===== config.mk =====
export PLATFORM = sky130hd
export DESIGN_NAME = vid_cmd_rx
export DESIGN_NICKNAME = d
export VERILOG_FILES = /design/src/rtl/vid_rx_pkg.sv /design/src/rtl/line_sync.sv /design/src/rtl/frame_fsm.sv /design/src/rtl/rail_reg.sv /design/src/rtl/vid_cmd_rx.sv
export SDC_FILE = /design/constraint.sdc
export NUM_CORES = 1
export LEC_CHECK = 0
export BUFFER_PORTS_ARGS = -buffer_cell sky130_fd_sc_hd__buf_2
export CORE_ASPECT_RATIO = 1.25
export CORE_UTILIZATION = 50
export DETAILED_ROUTE_END_ITERATION = 6
export PLACE_DENSITY = 0.76
export SLEW_MARGIN = 20
export SYNTH_ARGS = -nofsm -noshare
export SYNTH_HDL_FRONTEND = slang
export SYNTH_SLANG_ARGS = --single-unit

===== constraint.sdc =====
create_clock -name clk_i -period 4.95 [get_ports clk_i]
set_clock_uncertainty 0.15 [all_clocks]
set_input_delay 0.99 -clock clk_i [delete_from_list [all_inputs] [get_ports clk_i]]
set_output_delay 0.99 -clock clk_i [all_outputs]
set_load 0.01 [all_outputs]

===== src/rtl/vid_rx_pkg.sv =====
package vid_rx_pkg;
  localparam int VID_W       = 7;
  localparam int BYTE_W      = VID_W + 1;
  localparam int NUM_RAILS   = 2;
  localparam int SYNC_STAGES = 2;
  localparam logic [2:0] ADDR_PREFIX = 3'b110;

  // rail index: 0 = core, 1 = northbridge
  localparam int RAIL_CORE = 0;
  localparam int RAIL_NB   = 1;

  typedef enum logic [3:0] {
    ST_IDLE,
    ST_ADDR,
    ST_ADDR_END,
    ST_ACK_A,
    ST_DATA,
    ST_DATA_END,
    ST_ACK_D,
    ST_WAIT_STOP,
    ST_IGNORE
  } frame_st_e;

  // byte as shifted: {addr[6:0], rw}
  function automatic logic addr_ok(input logic [7:0] b);
    return (b[7:5] == ADDR_PREFIX) && !b[0] && (b[2] || b[1]);
  endfunction
endpackage


===== src/rtl/line_sync.sv =====
module line_sync #(
  parameter int STAGES = vid_rx_pkg::SYNC_STAGES
) (
  input  logic clk_i,
  input  logic rst_ni,
  input  logic scl_i,
  input  logic sda_i,
  output logic sda_o,
  output logic scl_rise_o,
  output logic scl_fall_o,
  output logic start_o,
  output logic stop_o
);
  logic [STAGES-1:0] scl_sr, sda_sr;
  logic scl_q, sda_q;

  always_ff @(posedge clk_i or negedge rst_ni) begin
    if (!rst_ni) begin
      scl_sr <= '1;
      sda_sr <= '1;
      scl_q  <= 1'b1;
      sda_q  <= 1'b1;
    end else begin
      scl_sr <= {scl_sr[STAGES-2:0], scl_i};
      sda_sr <= {sda_sr[STAGES-2:0], sda_i};
      scl_q  <= scl_sr[STAGES-1];
      sda_q  <= sda_sr[STAGES-1];
    end
  end

  logic scl_s, sda_s;
  assign scl_s = scl_sr[STAGES-1];
  assign sda_s = sda_sr[STAGES-1];

  assign sda_o      = sda_s;
  assign scl_rise_o = scl_s & ~scl_q;
  assign scl_fall_o = ~scl_s & scl_q;
  assign start_o    = scl_s & scl_q & sda_q & ~sda_s;
  assign stop_o     = scl_s & scl_q & ~sda_q & sda_s;
endmodule


===== src/rtl/frame_fsm.sv =====
module frame_fsm
  import vid_rx_pkg::*;
(
  input  logic              clk_i,
  input  logic              rst_ni,
  input  logic              sda_i,
  input  logic              scl_rise_i,
  input  logic              scl_fall_i,
  input  logic              start_i,
  input  logic              stop_i,
  output logic              sda_pull_o,
  output logic              commit_o,
  output logic [NUM_RAILS-1:0] sel_o,
  output logic [BYTE_W-1:0] data_o
);
  frame_st_e         state_q;
  logic [2:0]        cnt_q;
  logic [BYTE_W-1:0] sh_q, sh_next;
  logic              ok_q, pull_q, commit_q;
  logic [NUM_RAILS-1:0] sel_q;

  assign sh_next = {sh_q[BYTE_W-2:0], sda_i};

  always_ff @(posedge clk_i or negedge rst_ni) begin
    if (!rst_ni) begin
      state_q  <= ST_IDLE;
      cnt_q    <= '0;
      sh_q     <= '0;
      ok_q     <= 1'b0;
      sel_q    <= '0;
      pull_q   <= 1'b0;
      commit_q <= 1'b0;
    end else begin
      commit_q <= 1'b0;
      if (start_i) begin
        // repeated START drops anything in flight
        state_q <= ST_ADDR;
        cnt_q   <= '0;
        pull_q  <= 1'b0;
      end else if (stop_i) begin
        if (state_q == ST_WAIT_STOP) commit_q <= 1'b1;
        state_q <= ST_IDLE;
        pull_q  <= 1'b0;
      end else begin
        unique case (state_q)
          ST_ADDR: if (scl_rise_i) begin
            sh_q  <= sh_next;
            cnt_q <= cnt_q + 3'd1;
            if (cnt_q == 3'd7) begin
              ok_q                <= addr_ok(sh_next);
              sel_q[RAIL_CORE]    <= sh_next[2];
              sel_q[RAIL_NB]      <= sh_next[1];
              state_q             <= ST_ADDR_END;
            end
          end
          ST_ADDR_END: if (scl_fall_i) begin
            if (ok_q) begin
              pull_q  <= 1'b1;
              state_q <= ST_ACK_A;
            end else begin
              state_q <= ST_IGNORE;
            end
          end
          ST_ACK_A: if (scl_fall_i) begin
            pull_q  <= 1'b0;
            cnt_q   <= '0;
            state_q <= ST_DATA;
          end
          ST_DATA: if (scl_rise_i) begin
            sh_q  <= sh_next;
            cnt_q <= cnt_q + 3'd1;
            if (cnt_q == 3'd7) state_q <= ST_DATA_END;
          end
          ST_DATA_END: if (scl_fall_i) begin
            pull_q  <= 1'b1;
            state_q <= ST_ACK_D;
          end
          ST_ACK_D: if (scl_fall_i) begin
            pull_q  <= 1'b0;
            state_q <= ST_WAIT_STOP;
          end
          default: ;
        endcase
      end
    end
  end

  assign sda_pull_o = pull_q;
  assign commit_o   = commit_q;
  assign sel_o      = sel_q;
  assign data_o     = sh_q;


  ignore_quiet_chk: assert property (@(posedge clk_i) disable iff (!rst_ni)
    (state_q == ST_IGNORE) |-> !pull_q);


  pull_on_low_chk: assert property (@(posedge clk_i) disable iff (!rst_ni)
    $rose(pull_q) |-> $past(scl_fall_i));


  no_early_commit_chk: assert property (@(posedge clk_i) disable iff (!rst_ni)
    (stop_i && state_q != ST_WAIT_STOP) |=> !commit_q);
endmodule


===== src/rtl/rail_reg.sv =====
module rail_reg #(
  parameter int VID_W = vid_rx_pkg::VID_W
) (
  input  logic           clk_i,
  input  logic           rst_ni,
  input  logic           load_i,
  input  logic [VID_W:0] data_i,
  output logic [VID_W-1:0] vid_o,
  output logic           lowload_n_o,
  output logic           upd_o
);
  logic [VID_W-1:0] vid_q;
  logic             flag_q, upd_q;

  always_ff @(posedge clk_i or negedge rst_ni) begin
    if (!rst_ni) begin
      vid_q  <= '0;
      flag_q <= 1'b1;
      upd_q  <= 1'b0;
    end else begin
      upd_q <= load_i;
      if (load_i) begin
        vid_q  <= data_i[VID_W-1:0];
        flag_q <= data_i[VID_W];
      end
    end
  end

  assign vid_o       = vid_q;
  assign lowload_n_o = flag_q;
  assign upd_o       = upd_q;


  single_strobe_chk: assert property (@(posedge clk_i) disable iff (!rst_ni)
    upd_q |=> !upd_q);


  vid_moves_with_strobe_chk: assert property (@(posedge clk_i) disable iff (!rst_ni)
    !load_i |=> ($stable(vid_q) && $stable(flag_q)));
endmodule


===== src/rtl/vid_cmd_rx.sv =====
module vid_cmd_rx
  import vid_rx_pkg::*;
(
  input  logic             clk_i,
  input  logic             rst_ni,
  input  logic             scl_i,
  input  logic             sda_i,
  output logic             sda_pull_o,
  output logic [VID_W-1:0] core_vid_o,
  output logic             core_lowload_n_o,
  output logic             core_upd_o,
  output logic [VID_W-1:0] nb_vid_o,
  output logic             nb_lowload_n_o,
  output logic             nb_upd_o
);
  logic sda_s, scl_rise, scl_fall, start_det, stop_det;
  logic commit;
  logic [NUM_RAILS-1:0] sel;
  logic [BYTE_W-1:0]    data;
  logic [VID_W-1:0]     vid   [NUM_RAILS];
  logic [NUM_RAILS-1:0] flag_n, upd;

  line_sync #(.STAGES(SYNC_STAGES)) i_sync (
    .clk_i, .rst_ni, .scl_i, .sda_i,
    .sda_o      (sda_s),
    .scl_rise_o (scl_rise),
    .scl_fall_o (scl_fall),
    .start_o    (start_det),
    .stop_o     (stop_det)
  );

  frame_fsm i_fsm (
    .clk_i, .rst_ni,
    .sda_i      (sda_s),
    .scl_rise_i (scl_rise),
    .scl_fall_i (scl_fall),
    .start_i    (start_det),
    .stop_i     (stop_det),
    .sda_pull_o (sda_pull_o),
    .commit_o   (commit),
    .sel_o      (sel),
    .data_o     (data)
  );

  for (genvar r = 0; r < NUM_RAILS; r++) begin : g_rail
    rail_reg #(.VID_W(VID_W)) i_rail (
      .clk_i, .rst_ni,
      .load_i      (commit && sel[r]),
      .data_i      (data),
      .vid_o       (vid[r]),
      .lowload_n_o (flag_n[r]),
      .upd_o       (upd[r])
    );
  end

  assign core_vid_o       = vid[RAIL_CORE];
  assign core_lowload_n_o = flag_n[RAIL_CORE];
  assign core_upd_o       = upd[RAIL_CORE];
  assign nb_vid_o         = vid[RAIL_NB];
  assign nb_lowload_n_o   = flag_n[RAIL_NB];
  assign nb_upd_o         = upd[RAIL_NB];


  upd_after_stop_chk: assert property (@(posedge clk_i) disable iff (!rst_ni)
    (|upd) |-> $past(stop_det, 2));


  idle_release_chk: assert property (@(posedge clk_i) disable iff (!rst_ni)
    (start_det || stop_det) |=> !sda_pull_o);
endmodule


==> results of run 1 <==
power groups by stage:
stage | logic (W) | registers, W | clock network [W]
CTS | 0.0000363 | 0.000398 | 0.000290
global route | 0.0000413 | 0.000401 | 0.000303
finish | 0.0000356 | 0.000398 | 0.000285
floorplan | 0.0000267 | 0.000397 | 0
detailed placement | 0.0000361 | 0.000405 | 0
global placement | 0.0000344 | 0.000403 | 0
cell usage after synthesis:
cell type / count / area, um^2
a311o_1: 1 / 10.0
nand2_1: 9 / 33.8
mux2_2: 24 / 270
a311oi_1: 1 / 8.76
dfstp_2: 8 / 210
dfrtp_1: 36 / 901
nor4bb_1: 3 / 30.0
xnor2_1: 1 / 8.76
and2_1: 1 / 6.26
clkbuf_1: 2 / 7.51
nand3b_1: 2 / 15.0
ha_1: 2 / 25.0
nor3b_4: 1 / 18.8
or4b_1: 1 / 10.0
mux2_4: 2 / 30.0
mux2i_1: 1 / 10.0
nor2_1: 9 / 33.8
a22oi_1: 1 / 7.51
nor4_1: 1 / 6.26
buf_4: 1 / 7.51
xor2_1: 1 / 8.76
o21ai_0: 4 / 20.0
nor3b_2: 1 / 12.5
or3_4: 1 / 11.3
a31oi_1: 2 / 12.5
a32o_1: 1 / 10.0
nand3_1: 1 / 5.00
a21oi_1: 5 / 25.0
buf_2: 1 / 5.00
nor3b_1: 1 / 7.51
o21ai_1: 1 / 5.00
inv_1: 3 / 11.3
a22o_1: 3 / 26.3
mux2_1: 1 / 11.3
logic make-up (layout without fill, tap and decap cells):
| group | Yosys count | count (layout) | synth area share [%] |
|---|---|---|---|
| compound gates | 19 | 19 | 6.87 |
| xor+xnor | 2 | 2 | 0.962 |
| fa+ha+maj | 2 | 2 | 1.37 |
| buf+inv | 7 | 33 | 1.72 |
| flops | 44 | 44 | 61.0 |
| mux | 28 | 28 | 17.7 |
| simple gates | 31 | 31 | 10.4 |
final cells by class:
type / instances / area share (%)
flip-flops and latches: 44 / 53.4
repair buffers: 22 / 5.29
well taps: 39 / 2.34
clock buffers: 6 / 3.97
clock inverters: 2 / 1.86
multi-input cells: 82 / 32.6
inverters: 3 / 0.541
critical path, stage by stage (launching register included):
cell,delay (ps)
dfrtp_1,590
xor2_1,230
nand3_1,120
nor2_1,630
mux2_2,410
metrics by stage:
step           power [W]  std cells  cell area [um^2]
4_1_cts         0.000725        198              2080
3_5_place_dp    0.000441        190              1960
6_report        0.000718        198              2080
3_3_place_gp    0.000437        190              1960
5_1_grt         0.000745        198              2080
2_1_floorplan   0.000424        133              1820
registers in the layout, indices dropped and copies added, names as in the netlist:
| signal | count |
|---|---|
| g_rail.i_rail.lowload_n_o | 2 |
| g_rail.i_rail.upd_o | 2 |
| g_rail.i_rail.vid_o | 14 |
| i_fsm.cnt_q | 3 |
| i_fsm.commit_o | 1 |
| i_fsm.data_o | 8 |
| i_fsm.ok_q | 1 |
| i_fsm.sda_pull_o | 1 |
| i_fsm.sel_o | 2 |
| i_fsm.state_q | 4 |
| i_sync.scl_q | 1 |
| i_sync.scl_sr | 2 |
| i_sync.sda_q | 1 |
| i_sync.sda_sr | 2 |
layer usage:
layer / track usage (%) / vias to the layer above / routed length, um
li1: - / 528 / -
met1: 20.7 / 579 / 1270
met2: 30.6 / 20 / 1640
met3: 5.04 / 5 / 93
met4: 8.94 / 0 / 65
met5: 0 / - / 0
path summary, 6_finish.rpt:
path	from	end	slack, ps	cells past startpoint
max in group asynchronous	rst_ni	i_fsm.state_q[0]$_DFFE_PN0P_	3410	1
max reg2reg	i_fsm.state_q[2]$_DFFE_PN0P_	i_fsm.data_o[6]$_DFFE_PN0P_	2700	4
min	i_sync.scl_sr[0]$_DFF_PN1_	i_sync.scl_sr[1]$_DFF_PN1_	210	0
min reg2reg	i_sync.scl_sr[0]$_DFF_PN1_	i_sync.scl_sr[1]$_DFF_PN1_	210	0
max	i_fsm.state_q[2]$_DFFE_PN0P_	i_fsm.data_o[6]$_DFFE_PN0P_	2700	4
min in group asynchronous	rst_ni	i_fsm.state_q[1]$_DFFE_PN0P_	680	1
==> results.ini, run 1 <==
[power_and_ir_drop]
power.switching_w=0.000157
leakage_nw=1.06
sequentialPowerShare_pct=55.4
power-per-cell-area_nw_per_um2=345
p_int_w=0.000561
power.share.clock_pct=39.7
max-vdd-ir-drop_uv=340
power_frac_comb_pct=5.0
switching_share_pct=21.9

[yosys]
ys_ff_latch=44
syn_inst=133
synth_area_per_cell_um2=13.7
synth_area_um2=1820
synth.yosys.warnings=0
syn-num-nets=139
seq_area_frac_synth_pct=61.0
ys_types=34

[timing]
worst_slack_ps=2700
maxSlewHeadroom_pct=38.7
tightest_slew_ps=919
final_hold_viol_count=0
fin_crit_sh_pct=45.4
post-route-min-period_ps=2250
holdWs_ps=209
fmax_mhz=445
setup_violations=0
slew_viol_final=0
grt_setup_unrepaired=no
fin_setup_tns_ps=0

[cells_and_area]
final_util_pct=59.8
diodes=0
multi_input_area_um2=679
area_delta_synth_final_pct=14.3
fin_nets=164
drive_above_1_share_pct=42.1
regArea_um2=1110
final_common_cell=dfrtp_1
final_cell_mix=36 x dfrtp_1, 24 x mux2_2, 22 x buf_2
n_fill_cell=282

[floorplanning]
ios=23
die_h_um=69.5
start_util_pct=52.3
coreArea_um2=3480
die_area_um2=3890
die_x_um=56.0
rows=24

[route]
remaining_drc_errors=0
drtAntennaViolNets=0
first_pass_iters=6
routedWlPerCell_um=15.5
wirelength_mm=3.07
vias=1132
drtIter0Drc=18
vias_per_cell=5.72

[clock_network]
root_buffer=clkbuf_8
cts_buffer_depth=2
cts_tree=yes
cts_setup_buffers=0
clock_sinks=44
path_clk_slew_ps=80
cts_buffers=5
cts_resized=0
cts.htree.levels=2
ctsHoldBuffers=0
clock_latency_ps=290

[worst_setup_path]
cp-start-kind=flop
crit_type=flop to flop
cp-end-kind=flop
crit_fanout=14
crit_required_ps=4980
worst_ep_arrival_time_ps=2280

[global_routing]
grt_pass1_wl_mm=5.22
antenna_found_initial=0
grt_max_degree=45
grt_usage_pct=18.0
grt_overflow_total=0
grt_pass1_vias=1136

[place]
gp_congestion=0.827
hpwlAfterDp_mm=2.11
place_ws_ps=2750
io_buffer_count=22

[run]
drv_cap=0

[run_status]
outcome=completed

[min_path]
min_path_type=flop to flop

No activity file was read; power rests on OpenSTA's default activity.
==> run 2, diff against run 1 <==
--- a/config.mk
+++ b/config.mk
@@ -5,6 +5,7 @@
 export SDC_FILE = /design/constraint.sdc
 export NUM_CORES = 1
 export LEC_CHECK = 0
+export ABC_AREA = 1
 export BUFFER_PORTS_ARGS = -buffer_cell sky130_fd_sc_hd__buf_2
 export CORE_ASPECT_RATIO = 1.25
 export CORE_UTILIZATION = 50
==> constraint.sdc (replaced) <==
create_clock -name clk_i -period 2.2 [get_ports clk_i]
set_clock_uncertainty 0.15 [all_clocks]
set_input_delay 0.44 -clock clk_i [delete_from_list [all_inputs] [get_ports clk_i]]
set_output_delay 0.44 -clock clk_i [all_outputs]
set_load 0.01 [all_outputs]
==> run 2 against run 1 <==
Register-to-register slack got worse by 2200 ps. Sequential cell count did not move. Largest cell class unchanged. Final cell count rose by 39%. Combinational power rose to 13 times the previous value. Non-clock buffer count is 2 higher. Setup slack got worse by 2200 ps. Synthesized cell count up 57%. Routed wire length is 8.5% higher. First-iteration DRC count rose by 94%. Clock power is 72% higher.
==> results.ini, run 2 <==
[timing]
fin_setup_tns_ps=0  ; unchanged
fin_crit_sh_pct=75.2  ; +30 points
fmax_mhz=604  ; +36%
setup_violations=0  ; unchanged
slew_viol_final=0  ; unchanged
maxSlewHeadroom_pct=67.7  ; +29 points
post-route-min-period_ps=1660  ; -594 ps
final_hold_viol_count=0  ; unchanged
grt_setup_unrepaired=no
tightest_slew_ps=483  ; -436 ps

[yosys]
yosys.area_share.simple_pct=23.4  ; +13 points
syn_inst=209  ; +57%
synth_compound_area_share_pct=11.7  ; +4.9 points
synth.top_cells.by_area=dfrtp_1 46%, nand2_1 12%, dfstp_2 11%
synth.yosys.warnings=0  ; unchanged
seq_area_frac_synth_pct=57.2  ; -3.8 points
ys_types=24  ; -29%
synthXorXnorAreaFrac_pct=0  ; -0.96 points
synth_edf_count=0  ; unchanged
synth_fa_ha_area_share_pct=1.29  ; -0.085 points
yosys.area.top_type=dfrtp_1
synth_top_family_by_area=simple AND/OR/NAND/NOR gates
synthFlopType=dfrtp_1
synthMuxAreaShare_pct=0  ; -18 points
syn-num-nets=215  ; +55%
ys_ff_latch=44  ; unchanged
synthDominantCellAreaShare_pct=46.4  ; -3.1 points
synth_area_per_cell_um2=9.29  ; -32%
async_flop_share_pct=100  ; unchanged
synth_area_um2=1940  ; +6.6%
synth.top_cells.by_count=61 x nand2_1, 36 x dfrtp_1, 23 x inv_1, 20 x o21ai_0
synth.most_common_cell=nand2_1

[cells_and_area]
instances_no_fill=276  ; +39%
largest_reg_flops=14  ; unchanged
diodes=0  ; unchanged
final_common_cell=nand2_1
fin_nets=242  ; +48%
drive_above_1_share_pct=28.3  ; -14 points
area_delta_synth_final_pct=12.6
n_fill_cell=314  ; +11%
final_cell_mix=61 x nand2_1, 36 x dfrtp_1, 23 x inv_1
stdcell_area_um2=2190  ; +5.0%

[worst_setup_path]
r2r_start=i_sync.sda_sr[1]$_DFF_PN1_
worstRegToRegCells=7  ; +3
cp-end-kind=flop
crit_fanout=10  ; -4
r2r_slack_ps=540  ; -2160 ps
worst_ep_arrival_time_ps=1700  ; -580 ps
crit_type=flop to flop
cp-start-kind=flop
rr_endpoint=i_fsm.sda_pull_o$_DFFE_PN0P_
crit_required_ps=2240  ; -2740 ps

[floorplanning]
ios=23  ; unchanged
coreArea_um2=3600  ; +3.4%
die_x_um=57.7  ; +3.1%
rows=24  ; unchanged
start_util_pct=53.9  ; +1.6 points
die_h_um=71.7  ; +3.2%
die_area_um2=4140  ; +6.4%

[clock_network]
clock_latency_ps=300  ; about the same
root_buffer=clkbuf_8
cts_buffer_depth=2  ; unchanged
cts.htree.levels=2  ; unchanged
cts_tree=yes
cts_buffers=5  ; unchanged
cts_setup_buffers=0  ; unchanged
clock_sinks=44  ; unchanged
path_clk_slew_ps=80  ; about the same

[min_path]
min_path_cells=1  ; +1
min_path_type=input pin to flop
min_from=sda_i
holdPathEnd=i_sync.sda_sr[0]$_DFF_PN1_

[power_and_ir_drop]
leakage_nw=1.12  ; +6.2%
power-per-cell-area_nw_per_um2=872  ; +150%
max-vdd-ir-drop_uv=394  ; +16%

[global_routing]
grt_pass1_vias=1409  ; +24%
grt_usage_pct=20.0  ; +2.0 points
antenna_found_initial=0  ; unchanged
grt_pass1_wl_mm=6.19  ; +19%
grt_overflow_total=0  ; unchanged
grt_max_degree=25  ; -44%

[route]
vias_per_cell=5.10  ; -11%
route.met3.wl_um=112  ; +20%
wl_met1_mm=1.55  ; +22%
drtIter0Drc=35  ; +17
maxUsedRoutingLayer=met4
wirelength_mm=3.33  ; +8.5%
routedWlPerCell_um=12.1  ; -22%
wl_met2_mm=1.57  ; -4.2%
first_pass_iters=4  ; -2
drtAntennaViolNets=0  ; unchanged
remaining_drc_errors=0  ; unchanged
vias=1408  ; +24%

[run]
drv_cap=0  ; unchanged

[place]
gp_congestion=0.900  ; +8.8%
hpwlAfterDp_mm=2.36  ; +12%
dp.cells=267  ; +41%
io_buffer_count=22  ; unchanged
dpl_cell_area_um2=2090  ; +6.6%

[run_status]
outcome=completed

-- run 2: critical path, cell delays in order, from the launching register on --
cell and delay [ps]:
dfstp_2 530, inv_1 70, nand4_1 150, inv_1 90, nor2_2 280, nand2_1 90
a31oi_1 140, nor2_1 50
-- run 2: where the power goes --
group / switching, W / internal [W]
registers: 0.0000662 / 0.000875
logic: 0.000315 / 0.000159
clock network: 0.000269 / 0.000222
-- run 2: what timing repair did --
item                                   CTS  global route
resized for setup                        0             0
endpoints found under the hold margin   14             0
hold buffers                             1             0
-- run 2: cells by family after synthesis --
family                   Yosys count
AO/OA/AOI/OAI                     37
adder cells (fa/ha/maj)            2
buffers and inverters             29
flip-flops                        44
AND/OR/NAND/NOR                   97
-- run 2: worst max path at each step --
stage,to,cells after the start,start
final,i_fsm.sda_pull_o$_DFFE_PN0P_,7,i_sync.sda_sr[1]$_DFF_PN1_
after global routing,i_fsm.sda_pull_o$_DFFE_PN0P_,7,i_sync.sda_sr[1]$_DFF_PN1_
after CTS,i_fsm.sda_pull_o$_DFFE_PN0P_,7,i_sync.sda_sr[1]$_DFF_PN1_
after detailed placement,i_fsm.sda_pull_o$_DFFE_PN0P_,7,i_sync.sda_sr[1]$_DFF_PN1_
after global placement,i_fsm.sda_pull_o$_DFFE_PN0P_,7,i_sync.sda_sr[1]$_DFF_PN1_
after floorplan,i_fsm.sda_pull_o$_DFFE_PN0P_,7,i_sync.sda_sr[1]$_DFF_PN1_
-- run 2: layout make-up --
class	instances	area, um^2	area share (%)
Timing Repair Buffer	24	140	6.41
Inverter	25	93.8	4.29
Clock buffer	6	72.6	3.32
Tap cell	39	48.8	2.23
Multi-Input combinational cell	136	707	32.3
Clock inverter	2	12.5	0.572
Sequential cell	44	1110	50.8
-- run 2: per-stage QoR --
step	total power, W	utilization (%)	hold WS, ps	setup WS [ps]
finish	0.00191	60.7	88.1	545
global route	0.00203	60.7	70.5	389
CTS	0.00193	60.7	75.6	521
detailed placement	0.00143	58.0	197	530
global placement	0.00142	58.0	196	573
floorplan	0.00133	-	-5.59	666
-- run 2: metal layers --
metal,vias up,track usage (%)
met3,9,5.05
li1,716,-
met4,0,11.1
met2,20,31.3
met1,663,25.3
met5,-,0
==> run 3, diff against run 2 <==
--- a/config.mk
+++ b/config.mk
@@ -5,7 +5,7 @@
 export SDC_FILE = /design/constraint.sdc
 export NUM_CORES = 1
 export LEC_CHECK = 0
-export ABC_AREA = 1
+export ABC_AREA = 0
 export BUFFER_PORTS_ARGS = -buffer_cell sky130_fd_sc_hd__buf_2
 export CORE_ASPECT_RATIO = 1.25
 export CORE_UTILIZATION = 50
==> constraint.sdc (replaced) <==
create_clock -name clk_i -period 1.6 [get_ports clk_i]
set_clock_uncertainty 0.15 [all_clocks]
set_input_delay 0.32 -clock clk_i [delete_from_list [all_inputs] [get_ports clk_i]]
set_output_delay 0.32 -clock clk_i [all_outputs]
set_load 0.01 [all_outputs]
==> run 3 against run 2 <==
The flow now finishes with violations (setup timing). Count of clock-buffer cells in the layout rose by 1. Combinational power down 59%. Sequential share of layout area fell by 3.5 points. Die area decreased by 6.0%. Routed wire length is 18% higher. Cell area up 7.6%. First-iteration DRC count down 40%. Register-to-register slack got worse by 820 ps.
==> results.ini, run 3 (synthesis results as in run 1) <==
[cells_and_area]
diodes=0  ; unchanged
fin_nets=190  ; -21%
largest_reg_flops=14  ; unchanged
area_delta_synth_final_pct=29.1
instances_no_fill=224  ; -19%
final_common_cell=dfrtp_1
n_fill_cell=261  ; -17%
final_cell_mix=35 x dfrtp_1, 22 x buf_2, 19 x buf_4
drive_above_1_share_pct=54.1  ; +26 points

[place]
hpwlAfterDp_mm=2.52  ; +7.0%
place_ws_ps=-255  ; -785 ps
gp_congestion=0.888  ; -1.3%
dp.cells=207  ; -22%
io_buffer_count=22  ; unchanged

[floorplanning]
coreArea_um2=3480  ; -3.3%
die_area_um2=3890  ; -6.0%
start_util_pct=52.3  ; -1.6 points
rows=24  ; unchanged
die_h_um=69.5  ; -3.1%
die_x_um=56.0  ; -3.0%
ios=23  ; unchanged

[worst_setup_path]
cpLargestDelayFamily=compound AO/OA/AOI/OAI gates
crit_type=flop to flop
critical-path-slowest-cell=dfrtp_1
cp-start-kind=flop
crit_fanout=2  ; -8
cp-end-kind=flop
crit_path_cell_trace=ha_2, ha_4, nor4bb_1, a32o_1, a311o_1, a31oi_1, a21oi_1
startpoint=i_fsm.cnt_q[0]$_DFFE_PN0P_
crit_required_ps=1640  ; -600 ps
path_buf_inv=0  ; -2
r2r_start=i_fsm.cnt_q[0]$_DFFE_PN0P_
worst_ep_arrival_time_ps=1910  ; +210 ps
slowest_delay_ps=390  ; -140 ps

[min_path]
min_from=i_sync.scl_sr[0]$_DFF_PN1_
min_path_type=flop to flop

[route]
vias_per_cell=5.60  ; +9.8%
routedWlPerCell_um=17.6  ; +46%
vias=1255  ; -11%
drtAntennaViolNets=0  ; unchanged
first_pass_iters=4  ; unchanged
drtIter0Drc=21  ; -40%
remaining_drc_errors=0  ; unchanged
wirelength_mm=3.94  ; +18%

[timing]
worst_slack_ps=-275  ; -819 ps
setup_violations=15  ; +15
grt_setup_unrepaired=yes
fin_crit_sh_pct=117  ; +42 points
tightest_slew_ps=444  ; -39.1 ps
slew_viol_final=0  ; unchanged
maxSlewHeadroom_pct=70.3  ; +2.6 points
fmax_mhz=533  ; -12%
holdWs_ps=208  ; +120 ps
post-route-min-period_ps=1870  ; +219 ps
final_hold_viol_count=0  ; unchanged

[clock_network]
cts_buffers=5  ; unchanged
cts_buffer_depth=2  ; unchanged
clock_latency_ps=300  ; about the same
root_buffer=clkbuf_8
clock_sinks=44  ; unchanged
path_clk_slew_ps=80  ; about the same
cts.htree.levels=2  ; unchanged
cts_tree=yes

[global_routing]
grt_pass1_vias=1320  ; -6.3%
grt_pass1_wl_mm=6.40  ; +3.3%
antenna_found_initial=0  ; unchanged
grt_max_degree=20  ; -20%
grt_overflow_total=0  ; unchanged
grt_usage_pct=21.8  ; +1.8 points

[power_and_ir_drop]
totalPowerFinal_w=0.00215  ; +13%
leakage_nw=1.18  ; +5.2%
max-vdd-ir-drop_uv=832  ; +110%
power-per-cell-area_nw_per_um2=914  ; +4.9%

[run_status]
outcome=complete, but fails checks
violations=setup timing

[run]
drv_cap=0  ; unchanged

-- run 3: power by group --
part	leakage [nW]	internal, W	switching (W)
Clock	0.0445	0.000351	0.000375
Combinational	0.557	0.000116	0.0000776
Sequential	0.580	0.00117	0.0000613
Total	1.18	0.00164	0.000514
-- run 3: area by class of cell --
type,instances,area (um^2),share of cell area [%]
clock buffer,7,86.3,3.67
sequential,44,1110,47.3
inverter,3,11.3,0.479
tap,39,48.8,2.08
multi-input combinational,82,761,32.4
timing repair buffer,48,324,13.8
clock inverter,1,7.51,0.319
-- run 3: worst paths after layout --
check,to,slack (ps),depth (start not counted)
worst max-delay path,i_fsm.state_q[0]$_DFFE_PN0P_,-270,7
worst min-delay path,i_sync.scl_sr[1]$_DFF_PN1_,210,0
worst max register to register,i_fsm.state_q[0]$_DFFE_PN0P_,-270,7
worst min register to register,i_sync.scl_sr[1]$_DFF_PN1_,210,0
max in group asynchronous,g_rail[0].i_rail.upd_o$_DFF_PN0_,390,3
min in group asynchronous,i_fsm.sda_pull_o$_DFFE_PN0P_,330,2
-- run 3: metrics by stage --
step / instance area [um^2] / TNS, ps / util [%]
floorplan: 1860 / -1330 / -
global route: 2350 / -3990 / 67.5
CTS: 2300 / -2930 / 66.1
finish: 2350 / -2790 / 67.5
detailed placement: 2120 / -2320 / 61.0
global placement: 2120 / -1720 / 61.0
-- run 3: worst reg2reg max path, cell delays in order (launching register included) --
cell      delay [ps]
dfrtp_1          390
ha_2             200
ha_4             150
nor4bb_1         140
a32o_1           210
a311o_1          290
a31oi_1          170
a21oi_1           60
-- run 3: metal layers --
| metal | vias up | global-route usage (%) | part of all wire (%) |
|---|---|---|---|
| li1 | 575 | - | - |
| met1 | 633 | 27.3 | 41 |
| met2 | 39 | 34.9 | 53 |
| met3 | 8 | 5.22 | 3.6 |
| met4 | 0 | 11.7 | 2.5 |
| met5 | - | 0 | 0 |
-- run 3: what timing repair did --
item	CTS	global route
gates cloned	0	1
gates resized for setup	7	9
endpoints found under the setup margin	16	19
buffers inserted	3	2
pin swaps	4	1
hold buffers	3	0
endpoints found under the hold margin	18	0
